`config.mk`:
```
export PLATFORM = sky130hd
export DESIGN_NAME = pc_sequencer
export DESIGN_NICKNAME = d
export VERILOG_FILES = /design/src/rtl/pc_seq_pkg.sv /design/src/rtl/pc_incr.sv /design/src/rtl/pc_branch_target.sv /design/src/rtl/pc_source_mux.sv /design/src/rtl/pc_sequencer.sv
export SDC_FILE = /design/constraint.sdc
export NUM_CORES = 1
export LEC_CHECK = 0
export ABC_AREA = 1
export BUFFER_PORTS_ARGS = -buffer_cell sky130_fd_sc_hd__buf_2
export CAP_MARGIN = 30
export CORE_ASPECT_RATIO = 0.5
export CORE_UTILIZATION = 53
export DETAILED_ROUTE_END_ITERATION = 6
export GPL_ROUTABILITY_DRIVEN = 0
export PLACE_DENSITY = 0.82
export SLEW_MARGIN = 10
export SYNTH_ARGS = -nofsm -noshare
export SYNTH_HDL_FRONTEND = slang
export SYNTH_SLANG_ARGS = --single-unit
```
`constraint.sdc`:
```
create_clock -name clk -period 3.4 [get_ports clk]
set_input_delay 0.17 -clock clk [delete_from_list [all_inputs] [get_ports clk]]
set_output_delay 0.17 -clock clk [all_outputs]
set_load 0.01 [all_outputs]
```
`src/rtl/pc_seq_pkg.sv`:
```
package pc_seq_pkg;
    typedef enum logic [2:0] {
        SRC_SEQ     = 3'd0,
        SRC_BRANCH  = 3'd1,
        SRC_JUMP    = 3'd2,
        SRC_REGJUMP = 3'd3,
        SRC_ILLEGAL = 3'd4,
        SRC_IRQ     = 3'd5,
        SRC_RESET   = 3'd6,
        SRC_SPARE   = 3'd7
    } pc_src_e;

    localparam logic [31:0] VEC_RESET   = 32'h0000_0000;
    localparam logic [31:0] VEC_ILLEGAL = 32'h0000_0004;
    localparam logic [31:0] VEC_IRQ     = 32'h0000_0008;
endpackage

```
`src/rtl/pc_incr.sv`:
```
module pc_incr #(
    parameter int W = 32
) (
    input  logic [W-1:0] pc_i,
    output logic [W-1:0] plus4_o
);
    assign plus4_o = pc_i + W'(4);
endmodule

```
`src/rtl/pc_branch_target.sv`:
```
module pc_branch_target #(
    parameter int W     = 32,
    parameter int IMM_W = 16
) (
    input  logic [W-1:0]     plus4_i,
    input  logic [IMM_W-1:0] imm_i,
    output logic [W-1:0]     target_o
);
    localparam int EXT_W = W - IMM_W - 2;

    logic [W-1:0] offset;

    always_comb begin
        offset   = {{EXT_W{imm_i[IMM_W-1]}}, imm_i, 2'b00};
        target_o = plus4_i + offset;
    end
endmodule

```
`src/rtl/pc_source_mux.sv`:
```
module pc_source_mux
    import pc_seq_pkg::*;
#(
    parameter int          W       = 32,
    parameter int          JIDX_W  = 26,
    parameter logic [W-1:0] V_RESET = '0,
    parameter logic [W-1:0] V_ILL   = '0,
    parameter logic [W-1:0] V_IRQ   = '0
) (
    input  logic [2:0]          sel_i,
    input  logic                taken_i,
    input  logic [W-1:0]        seq_i,
    input  logic [W-1:0]        br_tgt_i,
    input  logic [W-JIDX_W-3:0] region_i,
    input  logic [JIDX_W-1:0]   jidx_i,
    input  logic [W-1:0]        rs_val_i,
    output logic [W-1:0]        next_o
);
    always_comb begin
        case (pc_src_e'(sel_i))
            SRC_BRANCH:  next_o = taken_i ? br_tgt_i : seq_i;
            SRC_JUMP:    next_o = {region_i, jidx_i, 2'b00};
            SRC_REGJUMP: next_o = rs_val_i & ~W'(3);
            SRC_ILLEGAL: next_o = V_ILL;
            SRC_IRQ:     next_o = V_IRQ;
            SRC_RESET:   next_o = V_RESET;
            default:     next_o = seq_i;
        endcase
    end
endmodule

```
`src/rtl/pc_sequencer.sv`:
```
module pc_sequencer
    import pc_seq_pkg::*;
#(
    parameter int W      = 32,
    parameter int IMM_W  = 16,
    parameter int JIDX_W = 26
) (
    input  logic              clk,
    input  logic              rst,
    input  logic [2:0]        sel_i,
    input  logic [IMM_W-1:0]  imm_i,
    input  logic [JIDX_W-1:0] jidx_i,
    input  logic [W-1:0]      rs_val_i,
    input  logic              alu_zero_i,
    input  logic              branch_ne_i,
    output logic [W-1:0]      pc_o,
    output logic [W-1:0]      pc_plus4_o
);
    localparam int REGION_W = W - JIDX_W - 2;

    typedef struct packed {
        logic [W-1:0] pc;
    } pc_state_t;

    pc_state_t    st_d, st_q;
    logic [W-1:0] plus4, br_tgt, mux_next;
    logic         br_taken;

    pc_incr #(.W(W)) u_incr (
        .pc_i    (st_q.pc),
        .plus4_o (plus4)
    );

    pc_branch_target #(.W(W), .IMM_W(IMM_W)) u_btgt (
        .plus4_i  (plus4),
        .imm_i    (imm_i),
        .target_o (br_tgt)
    );

    assign br_taken = alu_zero_i ^ branch_ne_i;

    pc_source_mux #(
        .W(W), .JIDX_W(JIDX_W),
        .V_RESET(W'(VEC_RESET)), .V_ILL(W'(VEC_ILLEGAL)), .V_IRQ(W'(VEC_IRQ))
    ) u_mux (
        .sel_i    (sel_i),
        .taken_i  (br_taken),
        .seq_i    (plus4),
        .br_tgt_i (br_tgt),
        .region_i (st_q.pc[W-1 -: REGION_W]),
        .jidx_i   (jidx_i),
        .rs_val_i (rs_val_i),
        .next_o   (mux_next)
    );

    always_comb begin
        st_d    = st_q;
        st_d.pc = rst ? W'(VEC_RESET) : mux_next;
    end

    always_ff @(posedge clk) begin
        st_q <= st_d;
    end

    assign pc_o       = st_q.pc;
    assign pc_plus4_o = plus4;

    assert_reset_vec_R1: assert property (@(posedge clk)
        rst |=> pc_o == W'(VEC_RESET));

    assert_seq_step_R2: assert property (@(posedge clk) disable iff (rst)
        (sel_i == 3'd0) |=> pc_o == $past(pc_o) + W'(4));

    assert_link_R3: assert property (@(posedge clk) disable iff (rst)
        pc_plus4_o - pc_o == W'(4));

    assert_not_taken_R5: assert property (@(posedge clk) disable iff (rst)
        (sel_i == 3'd1 && alu_zero_i == branch_ne_i) |=> pc_o == $past(pc_o) + W'(4));

    assert_jump_region_R6: assert property (@(posedge clk) disable iff (rst)
        (sel_i == 3'd2) |=> pc_o[W-1 -: REGION_W] == $past(pc_o[W-1 -: REGION_W]));

    assert_irq_vec_R8: assert property (@(posedge clk) disable iff (rst)
        (sel_i == 3'd5) |=> pc_o == W'(VEC_IRQ));

    assert_align_R10: assert property (@(posedge clk) disable iff (rst)
        pc_o[1:0] == 2'b00);
endmodule

```
==> impl_metrics.tcl <==
set metrics [dict create \
    h-tree-depth 2 \
    final_cell_mix "nand2_1 (243), buf_2 (138), inv_1 (121)" \
    tns_ns 0 \
    layout_commonest_cell "nand2_1" \
    drt_iter0_markers 557 \
    dieArea_sq_um 9190 \
    wl_um 16100 \
    ant_nets 0 \
    tritoncts.num_buffers 5 \
    netlist.area_leader.share 0.199 \
    crit_path_start_kind "flip-flop" \
    final_net_count 1078 \
    rsz0062_at_grt "true" \
    cts_tree "built" \
    crit_chain "nand2_2 -> nor2_1 -> nand2_2 -> nor3b_4 -> nand2_4 -> nor2_4 -> xor2_2 -> inv_2 -> ha_4 -> nand2_2 -> nor4_2 -> nand3_1 -> nand3_1 -> nand2_1 -> nand3_1 -> nand3_1 -> a21oi_1" \
    die_w_um 135 \
    syn2layout_area_growth_pct 26.4 \
    first_pass_iters 5 \
    crit_required_ns 3.62 \
    critical_path_buf_inv_count 1 \
    crit_path_top_delay_cell "dfxtp_1" \
    synth_area_sq_um 4660 \
    cpMostUsedCell "nand3_1" \
    worstSetupPathType "reg2reg" \
    crit_path_end_kind "flip-flop" \
    die_h_um 68.3 \
    maxSlewHeadroom 0.383 \
    p_leak_uw 0.00324 \
    slew_viol_final 0 \
    clk_pin_slew_ns 0.05 \
    hp-class "in2reg" \
    multi_input_area_sq_um 3680 \
    initial_core_util 0.564 \
    status "finished clean" \
    grt_usage 0.339 \
    fin_worst_skew_ns 0.00294 \
    wl_per_cell_um 15.0 \
    synthCells 818 \
    placed_cells 1067 \
    fin_crit_ns 3.22 \
    path_max_fanout 6 \
    synth_area_per_cell_sq_um 5.69 \
    numPortBuffers 138 \
    ff_latch_area_sq_um 604 \
    finalHoldViolCount 0 \
    route.detailed.drc 0 \
    vdd_drop_max_mv 0.191 \
    place_area_sq_um 5540 \
    avgViaCountPerCell 5.56 \
    largest_reg_flops 30 \
    clock_path_buffers 2 \
    worst_pin_slew_ns 0.925 \
    antenna_found_initial 0 \
    overflow 0 \
    drv_cap 0 \
    std_cell_rows 23 \
    synth.area.top_cells "nand2_1 (20%), dfxtp_1 (13%), inv_1 (9.8%), ha_1 (8.6%), nor2_1 (6.4%)" \
    diodes 0 \
    cts.sinks 30 \
    ys_seq_area_frac 0.129 \
    ys_types 46 \
    fin_crit_sh 0.949 \
    arrival_ns 3.44 \
    first_global_vias 5003 \
    drive_above_1_share 0.252 \
    grt_pass1_wl_um 24000 \
    p_per_area_nw_per_um2 272 \
    ys_ff_latch 30 \
    fin_cells 1077 \
    finalSetupViolCount 0 \
    yosysWarningCount 0 \
    ioPinCount 145 \
    fin_area_sq_um 5880 \
    cts-root-buf "clkbuf_16" \
    utilization 0.712 \
    fmax_mhz 310 \
    synth_top_cell_by_area "nand2_1" \
    place_hpwl_um 12800 \
    max_stage_delay_ns 0.47 \
    cp_top_family "simple AND/OR/NAND/NOR gates" \
    grt_max_degree 33 \
    fillerInstances 725 \
    core_area_sq_um 8260 \
    vias 5987 \
    clock_latency_ns 0.28 \
]
## per-layer routing
metal	vias up	routed length, um	GRT usage
li1	2950	-	-
met1	2683	7000	0.448
met2	314	7130	0.560
met3	40	1590	0.0704
met4	0	382	0.108
met5	-	0	0
## worst reg2reg max path, cell delays in order (launching register included)
cell	delay, ns
dfxtp_1	0.47
nand2_2	0.09
nor2_1	0.14
nand2_2	0.12
nor3b_4	0.30
nand2_4	0.14
nor2_4	0.13
xor2_2	0.20
inv_2	0.09
ha_4	0.32
nand2_2	0.10
nor4_2	0.35
nand3_1	0.21
nand3_1	0.14
nand2_1	0.05
nand3_1	0.09
nand3_1	0.09
a21oi_1	0.12
## timing repair
item | in CTS | in global routing
gates resized for setup | 1 | 42
pin swaps | 0 | 3
hold buffers | 0 | 0
endpoints found under the setup margin | 1 | 11
buffers inserted | 0 | 2
## logic make-up (layout without fill, tap and decap cells)
group	count (synthesis)	in the layout	share of synthesized area
buffers and inverters	149	293	0.124
XOR/XNOR	30	30	0.0629
AO/OA/AOI/OAI	141	141	0.184
adder cells (fa/ha/maj)	33	33	0.0903
other	1	4	0.000805
AND/OR/NAND/NOR	434	434	0.409
flip-flops	30	30	0.129
## Yosys cell counts, drive strengths merged
cell type,number
buf,7
nor3b,1
o2111ai,6
a41oi,1
inv,127
nand2,255
nand3b,2
nand4,11
o211ai,7
nor2,89
o21ai,37
clkinv,1
nand3,52
xor2,20
a21o,5
and3,1
nor4,3
conb,1
or2,5
a31oi,2
fa,1
dfxtp,30
nor3,15
xnor2,10
a21oi,55
clkbuf,14
o21bai,5
o21a,1
a21boi,4
ha,32
a221oi,18
## path summary, 6_finish.rpt
kind / start / to / slack, ns / depth (start not counted)
hold / removal: rst / pc_o[2] / 0.08 / 2
hold reg to reg: pc_o[2] / pc_o[2] / 0.48 / 1
setup reg to reg: pc_o[11] / pc_o[26] / 0.18 / 17
setup / recovery: pc_o[11] / pc_o[26] / 0.18 / 17
## power by group
group | total (uW) | internal [uW] | switching (uW)
Clock | 456 | 290 | 166
Combinational | 734 | 275 | 458
Sequential | 411 | 378 | 33.2
Total | 1600 | 943 | 658
## area by class of cell
class,instances,share of cell area
repair buffers,157,0.142
inverters,128,0.0817
flip-flops and latches,30,0.103
well taps,112,0.0238
clock inverters,1,0.000851
multi-input cells,642,0.625
clock buffers,7,0.0242
## stage by stage
stage / worst slack [ns] / power (uW) / hold WS, ns
floorplan: 0.491 / 863 / 0.242
global placement: 0.0195 / 1090 / 0.372
detailed placement: -0.0229 / 1100 / 0.379
CTS: 0.0514 / 1550 / 0.0854
global route: -0.0673 / 1710 / 0.0858
finish: 0.175 / 1600 / 0.0797
Power figures use the tool's default switching activity.
